### src/rtl/pkt_cmp_pkg.sv
package pkt_cmp_pkg;

  localparam logic [7:0] END_CODE = 8'hFD;

  typedef enum logic [1:0] {
    KIND_WRITE = 2'd0,
    KIND_RDREQ = 2'd1,
    KIND_RDRSP = 2'd2
  } pktKind_e;

  typedef enum logic [2:0] {
    SEL_CMD,
    SEL_MASK,
    SEL_ADDR,
    SEL_BE,
    SEL_DATA,
    SEL_END
  } outSel_e;

  // strobes from control to datapath
  typedef struct packed {
    logic    loadHdr;
    logic    loadWord;
    logic    nextAddr;
    logic    nextByte;
    outSel_e sel;
  } dpCtl_t;

  // status from datapath to control
  typedef struct packed {
    logic hasAddr;
    logic hasData;
    logic beOn;
    logic addrNone;
    logic addrOnLast;
    logic byteLast;
    logic wordLast;
  } dpStat_t;

endpackage

### src/rtl/pkt_cmp_datapath.sv
module pkt_cmp_datapath
  import pkt_cmp_pkg::*;
#(
  parameter int ADDR_BYTES = 4,
  parameter int DATA_BYTES = 4,
  parameter int MAX_WORDS  = 16
) (
  input  logic                    clk,
  input  logic                    rstN,
  input  dpCtl_t                  ctl,
  input  logic                    optDisable,
  input  logic [1:0]              inKind,
  input  logic [8*ADDR_BYTES-1:0] inAddr,
  input  logic                    inBeOn,
  input  logic [$clog2(MAX_WORDS)-1:0] inLenM1,
  input  logic [8*DATA_BYTES-1:0] wordData,
  input  logic [DATA_BYTES-1:0]   wordBe,
  output dpStat_t                 stat,
  output logic [7:0]              outData
);
  localparam int ADDR_W = 8 * ADDR_BYTES;
  localparam int DATA_W = 8 * DATA_BYTES;
  localparam int LEN_W  = $clog2(MAX_WORDS);
  localparam int IDX_W  = $clog2(ADDR_BYTES);
  localparam int BIDX_W = $clog2(DATA_BYTES);

  pktKind_e               hdrKind;
  logic [ADDR_W-1:0]      hdrAddr;
  logic                   hdrBe;
  logic [LEN_W-1:0]       hdrLen;
  logic [ADDR_BYTES-1:0]  pendMask;
  logic [ADDR_W-1:0]      lastAddr;
  logic                   lastValid;
  logic [DATA_W-1:0]      curWord;
  logic [DATA_BYTES-1:0]  curBe;
  logic [BIDX_W-1:0]      byteIdx;
  logic [LEN_W:0]         wordsLoaded;

  logic [ADDR_BYTES-1:0]  newMask;
  logic [IDX_W-1:0]       lowIdx;
  pktKind_e               inKindE;

  assign inKindE = pktKind_e'(inKind);

  // per-byte change detection against the stored address
  generate
    for (genvar g = 0; g < ADDR_BYTES; g++) begin : gDiff
      always_comb begin
        if (inKindE == KIND_RDRSP)
          newMask[g] = 1'b0;
        else if (!lastValid || optDisable)
          newMask[g] = 1'b1;
        else
          newMask[g] = (inAddr[8*g +: 8] != lastAddr[8*g +: 8]);
      end
    end
  endgenerate

  always_comb begin
    lowIdx = '0;
    for (int i = ADDR_BYTES - 1; i >= 0; i--)
      if (pendMask[i]) lowIdx = IDX_W'(i);
  end

  always_ff @(posedge clk or negedge rstN) begin
    if (!rstN) begin
      hdrKind     <= KIND_WRITE;
      hdrAddr     <= '0;
      hdrBe       <= 1'b0;
      hdrLen      <= '0;
      pendMask    <= '0;
      lastAddr    <= '0;
      lastValid   <= 1'b0;
      curWord     <= '0;
      curBe       <= '0;
      byteIdx     <= '0;
      wordsLoaded <= '0;
    end else begin
      if (ctl.loadHdr) begin
        hdrKind     <= inKindE;
        hdrAddr     <= inAddr;
        hdrBe       <= inBeOn;
        hdrLen      <= inLenM1;
        pendMask    <= newMask;
        wordsLoaded <= '0;
        if (inKindE != KIND_RDRSP) begin
          lastAddr  <= inAddr;
          lastValid <= 1'b1;
        end
      end
      if (ctl.nextAddr)
        pendMask <= pendMask & (pendMask - 1'b1);
      if (ctl.loadWord) begin
        curWord     <= wordData;
        curBe       <= wordBe;
        byteIdx     <= '0;
        wordsLoaded <= wordsLoaded + 1'b1;
      end
      if (ctl.nextByte)
        byteIdx <= byteIdx + 1'b1;
    end
  end

  always_comb begin
    stat.hasAddr    = (hdrKind != KIND_RDRSP);
    stat.hasData    = (hdrKind != KIND_RDREQ);
    stat.beOn       = hdrBe;
    stat.addrNone   = (pendMask == '0);
    stat.addrOnLast = ((pendMask & (pendMask - 1'b1)) == '0);
    stat.byteLast   = (byteIdx == BIDX_W'(DATA_BYTES - 1));
    stat.wordLast   = (wordsLoaded == ({1'b0, hdrLen} + 1'b1));
  end

  always_comb begin
    case (ctl.sel)
      SEL_CMD:  outData = {hdrKind, hdrBe, 1'b0, 4'(hdrLen)};
      SEL_MASK: outData = 8'(pendMask);
      SEL_ADDR: outData = hdrAddr[{lowIdx, 3'b000} +: 8];
      SEL_BE:   outData = 8'(curBe);
      SEL_DATA: outData = curWord[{byteIdx, 3'b000} +: 8];
      default:  outData = END_CODE;
    endcase
  end

endmodule

### src/rtl/pkt_cmp_control.sv
module pkt_cmp_control
  import pkt_cmp_pkg::*;
(
  input  logic    clk,
  input  logic    rstN,
  input  logic    inValid,
  input  logic    wordValid,
  input  logic    outReady,
  input  dpStat_t stat,
  output dpCtl_t  ctl,
  output logic    inReady,
  output logic    wordReady,
  output logic    outValid,
  output logic    outLast
);
  typedef enum logic [2:0] {
    ST_IDLE, ST_CMD, ST_MASK, ST_ADDR, ST_LOADW, ST_BE, ST_DATA, ST_END
  } state_e;

  state_e state, stateNext, afterAddr;
  logic   fire;

  assign fire      = outValid && outReady;
  assign afterAddr = stat.hasData ? ST_LOADW : ST_END;

  always_comb begin
    stateNext    = state;
    ctl          = '0;
    ctl.sel      = SEL_END;
    inReady      = 1'b0;
    wordReady    = 1'b0;
    outValid     = 1'b0;
    outLast      = 1'b0;
    case (state)
      ST_IDLE: begin
        inReady = 1'b1;
        if (inValid) begin
          ctl.loadHdr = 1'b1;
          stateNext   = ST_CMD;
        end
      end
      ST_CMD: begin
        outValid = 1'b1;
        ctl.sel  = SEL_CMD;
        if (fire) stateNext = stat.hasAddr ? ST_MASK : ST_LOADW;
      end
      ST_MASK: begin
        outValid = 1'b1;
        ctl.sel  = SEL_MASK;
        if (fire) stateNext = stat.addrNone ? afterAddr : ST_ADDR;
      end
      ST_ADDR: begin
        outValid = 1'b1;
        ctl.sel  = SEL_ADDR;
        if (fire) begin
          ctl.nextAddr = 1'b1;
          if (stat.addrOnLast) stateNext = afterAddr;
        end
      end
      ST_LOADW: begin
        wordReady = 1'b1;
        if (wordValid) begin
          ctl.loadWord = 1'b1;
          stateNext    = stat.beOn ? ST_BE : ST_DATA;
        end
      end
      ST_BE: begin
        outValid = 1'b1;
        ctl.sel  = SEL_BE;
        if (fire) stateNext = ST_DATA;
      end
      ST_DATA: begin
        outValid = 1'b1;
        ctl.sel  = SEL_DATA;
        if (fire) begin
          ctl.nextByte = 1'b1;
          if (stat.byteLast) stateNext = stat.wordLast ? ST_END : ST_LOADW;
        end
      end
      default: begin
        outValid = 1'b1;
        outLast  = 1'b1;
        ctl.sel  = SEL_END;
        if (fire) stateNext = ST_IDLE;
      end
    endcase
  end

  always_ff @(posedge clk or negedge rstN) begin
    if (!rstN) state <= ST_IDLE;
    else       state <= stateNext;
  end

endmodule

### src/rtl/pkt_cmp_unpack.sv
module pkt_cmp_unpack
  import pkt_cmp_pkg::*;
#(
  parameter int ADDR_BYTES = 4,
  parameter int DATA_BYTES = 4,
  parameter int MAX_WORDS  = 16
) (
  input  logic                    clk,
  input  logic                    rstN,
  input  logic                    byteValid,
  input  logic [7:0]              byteData,
  output logic                    rxAddrValid,
  output logic [8*ADDR_BYTES-1:0] rxAddr
);
  localparam int ADDR_W = 8 * ADDR_BYTES;
  localparam int LEN_W  = $clog2(MAX_WORDS);
  localparam int IDX_W  = $clog2(ADDR_BYTES);
  localparam int BIDX_W = $clog2(DATA_BYTES);

  typedef enum logic [2:0] {U_CMD, U_MASK, U_ADDR, U_BE, U_DATA, U_END} uState_e;

  uState_e               state;
  pktKind_e              kind;
  logic                  beOn;
  logic [LEN_W-1:0]      lenM1;
  logic [LEN_W-1:0]      wordCnt;
  logic [BIDX_W-1:0]     byteCnt;
  logic [ADDR_BYTES-1:0] pend;
  logic [ADDR_W-1:0]     work;
  logic [ADDR_W-1:0]     lastAddr;
  logic [ADDR_W-1:0]     merged;
  logic [IDX_W-1:0]      lowIdx;
  uState_e               afterAddr;

  always_comb begin
    lowIdx = '0;
    for (int i = ADDR_BYTES - 1; i >= 0; i--)
      if (pend[i]) lowIdx = IDX_W'(i);
    merged = work;
    merged[{lowIdx, 3'b000} +: 8] = byteData;
    afterAddr = (kind == KIND_RDREQ) ? U_END : (beOn ? U_BE : U_DATA);
  end

  always_ff @(posedge clk or negedge rstN) begin
    if (!rstN) begin
      state       <= U_CMD;
      kind        <= KIND_WRITE;
      beOn        <= 1'b0;
      lenM1       <= '0;
      wordCnt     <= '0;
      byteCnt     <= '0;
      pend        <= '0;
      work        <= '0;
      lastAddr    <= '0;
      rxAddr      <= '0;
      rxAddrValid <= 1'b0;
    end else begin
      rxAddrValid <= 1'b0;
      if (byteValid) begin
        case (state)
          U_CMD: begin
            kind    <= pktKind_e'(byteData[7:6]);
            beOn    <= byteData[5];
            lenM1   <= byteData[LEN_W-1:0];
            wordCnt <= '0;
            byteCnt <= '0;
            if (pktKind_e'(byteData[7:6]) == KIND_RDRSP)
              state <= byteData[5] ? U_BE : U_DATA;
            else
              state <= U_MASK;
          end
          U_MASK: begin
            pend <= byteData[ADDR_BYTES-1:0];
            work <= lastAddr;
            if (byteData[ADDR_BYTES-1:0] == '0) begin
              rxAddr      <= lastAddr;
              rxAddrValid <= 1'b1;
              state       <= afterAddr;
            end else begin
              state <= U_ADDR;
            end
          end
          U_ADDR: begin
            pend <= pend & (pend - 1'b1);
            work <= merged;
            if ((pend & (pend - 1'b1)) == '0) begin
              rxAddr      <= merged;
              lastAddr    <= merged;
              rxAddrValid <= 1'b1;
              state       <= afterAddr;
            end
          end
          U_BE: state <= U_DATA;
          U_DATA: begin
            byteCnt <= byteCnt + 1'b1;
            if (byteCnt == BIDX_W'(DATA_BYTES - 1)) begin
              byteCnt <= '0;
              wordCnt <= wordCnt + 1'b1;
              if (wordCnt == lenM1) state <= U_END;
              else                  state <= beOn ? U_BE : U_DATA;
            end
          end
          default: state <= U_CMD;
        endcase
      end
    end
  end

endmodule

### src/rtl/pkt_addr_compressor.sv
module pkt_addr_compressor
  import pkt_cmp_pkg::*;
#(
  parameter int ADDR_BYTES = 4,
  parameter int DATA_BYTES = 4,
  parameter int MAX_WORDS  = 16
) (
  input  logic                          clk,
  input  logic                          rstN,
  input  logic                          optDisable,
  input  logic                          inValid,
  output logic                          inReady,
  input  logic [1:0]                    inKind,
  input  logic [8*ADDR_BYTES-1:0]       inAddr,
  input  logic                          inBeOn,
  input  logic [$clog2(MAX_WORDS)-1:0]  inLenM1,
  input  logic                          wordValid,
  output logic                          wordReady,
  input  logic [8*DATA_BYTES-1:0]       wordData,
  input  logic [DATA_BYTES-1:0]         wordBe,
  output logic                          outValid,
  input  logic                          outReady,
  output logic [7:0]                    outData,
  output logic                          outLast,
  output logic                          rxAddrValid,
  output logic [8*ADDR_BYTES-1:0]       rxAddr
);
  dpCtl_t  ctl;
  dpStat_t stat;

  pkt_cmp_control uCtl (
    .clk(clk), .rstN(rstN), .inValid(inValid), .wordValid(wordValid),
    .outReady(outReady), .stat(stat), .ctl(ctl), .inReady(inReady),
    .wordReady(wordReady), .outValid(outValid), .outLast(outLast)
  );

  pkt_cmp_datapath #(
    .ADDR_BYTES(ADDR_BYTES), .DATA_BYTES(DATA_BYTES), .MAX_WORDS(MAX_WORDS)
  ) uDp (
    .clk(clk), .rstN(rstN), .ctl(ctl), .optDisable(optDisable),
    .inKind(inKind), .inAddr(inAddr), .inBeOn(inBeOn), .inLenM1(inLenM1),
    .wordData(wordData), .wordBe(wordBe), .stat(stat), .outData(outData)
  );

  pkt_cmp_unpack #(
    .ADDR_BYTES(ADDR_BYTES), .DATA_BYTES(DATA_BYTES), .MAX_WORDS(MAX_WORDS)
  ) uUnpack (
    .clk(clk), .rstN(rstN), .byteValid(outValid && outReady),
    .byteData(outData), .rxAddrValid(rxAddrValid), .rxAddr(rxAddr)
  );

endmodule

### config.mk
export PLATFORM = sky130hd
export DESIGN_NAME = pkt_addr_compressor
export DESIGN_NICKNAME = d
export VERILOG_FILES = /design/src/rtl/pkt_cmp_pkg.sv /design/src/rtl/pkt_cmp_datapath.sv /design/src/rtl/pkt_cmp_control.sv /design/src/rtl/pkt_cmp_unpack.sv /design/src/rtl/pkt_addr_compressor.sv
export SDC_FILE = /design/constraint.sdc
export NUM_CORES = 1
export LEC_CHECK = 0
export ABC_AREA = 0
export CORE_UTILIZATION = 55
export DETAILED_ROUTE_END_ITERATION = 7
export PLACE_DENSITY = 0.83
export SLEW_MARGIN = 15
export SYNTH_ARGS = -nofsm -noshare
export SYNTH_HDL_FRONTEND = slang
export SYNTH_SLANG_ARGS = --single-unit
### constraint.sdc
create_clock -name clk -period 3.4 [get_ports clk]
set_input_delay 0.34 -clock clk [delete_from_list [all_inputs] [get_ports clk]]
set_output_delay 0.34 -clock clk [all_outputs]
set_load 0.02 [all_outputs]
==> results.json <==
{
  "cts_setup_buffers": 0,
  "placed_area_um2": 13210,
  "setup_viol": 0,
  "path_cells": "or4b_2 -> o221ai_1 -> a211oi_1 -> or4_1 -> dlygate4sd2_1",
  "required_ns": 3.06,
  "antenna_found_initial": 0,
  "synth_warnings": 0,
  "die_w_um": 147,
  "track_usage": 0.2771,
  "grt_pass1_vias": 9235,
  "antenna_cells": 0,
  "die_area_um2": 21610,
  "finalWirelength_mm": 28.81,
  "io_buffers": 125,
  "layout_commonest_cell": "nand2_1",
  "hold_depth": 3,
  "power.density_nw_per_um2": 1057,
  "drive_gt1_frac": 0.1652,
  "final_area_um2": 14090,
  "crit_type": "flip-flop to output port",
  "fin_setup_tns_ns": 0,
  "status": "completed",
  "start_util": 0.5660,
  "viasPerCell": 5.843,
  "min_path_type": "primary input to flip-flop",
  "fillCellCount": 1500,
  "drt_iter0_drc": 739,
  "ir_drop_mv": 0.5596,
  "startpoint_type": "flip-flop",
  "maxClockFrequency_ghz": 0.3034,
  "relSlewSlack": 0.5522,
  "cts_num_sinks": 239,
  "slowest_stage": "or4b_2",
  "drtPass1Iterations": 5,
  "final_cell_mix": "nand2_1, dfrtp_1, clkdlybuf4s50_1, a21oi_1, mux2_2",
  "utilization": 0.6897,
  "drc": 0,
  "grt.overflow.total": 0,
  "syn_avg_cell_area_um2": 10.08,
  "core_area_um2": 20430,
  "seq_area_frac_synth": 0.5172,
  "ys.flop_type": "dfrtp_1",
  "grt_pass1_wl_mm": 47.53,
  "cp_top_family": "simple AND/OR/NAND/NOR gates",
  "maxCapViolCount": 0,
  "wire_per_inst_um": 18.48,
  "fin_worst_skew_ns": 0.01061,
  "grt_start_max_net_pins": 85,
  "clkLatencyLatePin_ns": 0.53,
  "critPathBufInv": 1,
  "leakage_uw": 0.006546,
  "numCtsBuffers": 26,
  "antenna_left": 0,
  "finalWeightedCongestion": 0.9463,
  "rr_worst_depth": 8,
  "ys_ff_latch": 239,
  "clkTransAtPathRegs_ns": 0.06,
  "syn-instance-count": 1147,
  "cts_tree": "built",
  "clockBufferDepth": 3,
  "synthesis.area_um2": 11560,
  "io_pins": 126,
  "async_reset_ff_frac": 1.000,
  "cp-end-kind": "output port",
  "max_stage_delay_ns": 0.69,
  "ys_types": 60,
  "cts_max_level": 1,
  "nets": 1361,
  "finalHoldViolations": 0,
  "fin_crit_sh": 0.9694,
  "crit_cells": 5,
  "arrival_ns": 2.96,
  "cp_max_fo": 14,
  "syn_to_final_growth_pct": 21.86,
  "rsz0062_at_grt": "false",
  "synth_nets": 1237,
  "drv_slew": 0,
  "fp-row-count": 52,
  "die_y_um": 147,
  "dpl.hpwl_mm": 19.66,
  "worst_pin_slew_ns": 0.6717,
  "num_vias": 9109,
  "cts_root_buffer": "clkbuf_16",
  "synth_edf_count": 0,
  "min_period_ns": 3.296
}
-- flip-flops by register name, indices dropped and copies added (netlist names), 5 cells and up --
register / cells
uUnpack.rxAddr: 32
uUnpack.work: 32
uDp.curWord: 32
uDp.hdrAddr: 32
uDp.wordsLoaded: 5
uUnpack.lastAddr: 32
uDp.lastAddr: 32
-- tightest hold or removal path, delay by kind of cell --
kind | cells | cell delay [ns]
simple gates | 2 | 0.10
buf+inv | 1 | 0.39
-- synth_stat cells (all sizes together) (6+ instances only) --
library cell / count / area [µm²]
clkbuf: 55 / 206.5
mux2: 106 / 1303
nor2b: 35 / 219.0
o21ai: 62 / 310.3
nor4: 7 / 58.81
and3: 6 / 37.54
nor3: 10 / 50.05
ha: 9 / 112.6
nand3: 15 / 75.07
a31oi: 8 / 50.05
a21oi: 79 / 395.4
nand2b: 12 / 75.07
a21o: 6 / 45.04
xor2: 27 / 236.5
mux4: 9 / 202.7
o221ai: 9 / 78.83
or2: 7 / 43.80
dfrtp: 239 / 5981
inv: 13 / 48.79
nor2: 62 / 235.2
buf: 8 / 70.06
xnor2: 16 / 140.1
nand2: 278 / 1044
-- through the flow --
stage	hold WS (ns)	instances	total power (µW)	worst slack, ns
3_3_place_gp	0.3810	1512	11710	0.3764
3_5_place_dp	0.3831	1512	12000	0.2865
4_1_cts	0.3354	1559	14870	0.04283
2_1_floorplan	0.04441	1147	9496	0.4603
5_1_grt	0.3469	1559	15820	0.02243
6_report	0.3472	1559	14890	0.1039
-- layer usage --
layer / vias up / GRT usage / wire, µm
li1: 4165 / - / -
met3: 70 / 0.05186 / 1840
met4: 0 / 0.1031 / 1009
met1: 4549 / 0.3662 / 11810
met5: - / 0 / 0
met2: 325 / 0.4569 / 14150
-- area by class of cell --
type,instances,area [µm²],area share
sequential,239,5983,0.4246
tap,270,337.8,0.02397
clock buffer,38,797.0,0.05656
inverter,15,56.30,0.003996
timing repair buffer,159,1548,0.1098
multi-input combinational,830,5299,0.3760
clock inverter,8,70.07,0.004972
-- repair_timing --
| item | 4_1_cts | 5_1_grt |
|---|---|---|
| endpoints found under the hold margin | 82 | 0 |
| resized for setup | 8 | 3 |
| hold buffers | 1 | 0 |
| endpoints found under the setup margin | 6 | 2 |
-- worst paths after layout --
kind / to / start / slack (ns)
max: outData[5] / uDp.pendMask[0]$_DFFE_PN0P_ / 0.10
min: uDp.curWord[9]$_DFFE_PN0P_ / wordData[9] / 0.35
max reg2reg: uUnpack.work[21]$_DFFE_PN0P_ / uDp.pendMask[0]$_DFFE_PN0P_ / 0.38
min reg2reg: uDp.lastValid$_DFFE_PN0P_ / uDp.lastValid$_DFFE_PN0P_ / 0.47
max in group asynchronous: uUnpack.work[29]$_DFFE_PN0P_ / rstN / 2.13
min in group asynchronous: uDp.lastAddr[24]$_DFFE_PN0P_ / rstN / 0.40
-- kinds of logic (layout without fill, tap and decap cells) --
| group | count (synthesis) | count (layout) | synth area share |
|---|---|---|---|
| adder cells (fa/ha/maj) | 10 | 10 | 0.01060 |
| multiplexers | 118 | 118 | 0.1328 |
| AO/OA/AOI/OAI | 206 | 206 | 0.1064 |
| XOR/XNOR | 43 | 43 | 0.03257 |
| buffers and inverters | 78 | 220 | 0.02878 |
| AND/OR/NAND/NOR | 453 | 453 | 0.1717 |
| flip-flops | 239 | 239 | 0.5172 |
-- where the power goes --
| group | switching, µW | internal, µW | total (µW) |
|---|---|---|---|
| combinational | 3860 | 3110 | 6970 |
| clock | 1120 | 1690 | 2810 |
| sequential | 999 | 4120 | 5120 |
| total | 5970 | 8920 | 14900 |
No activity file was read; power rests on OpenSTA's default activity.
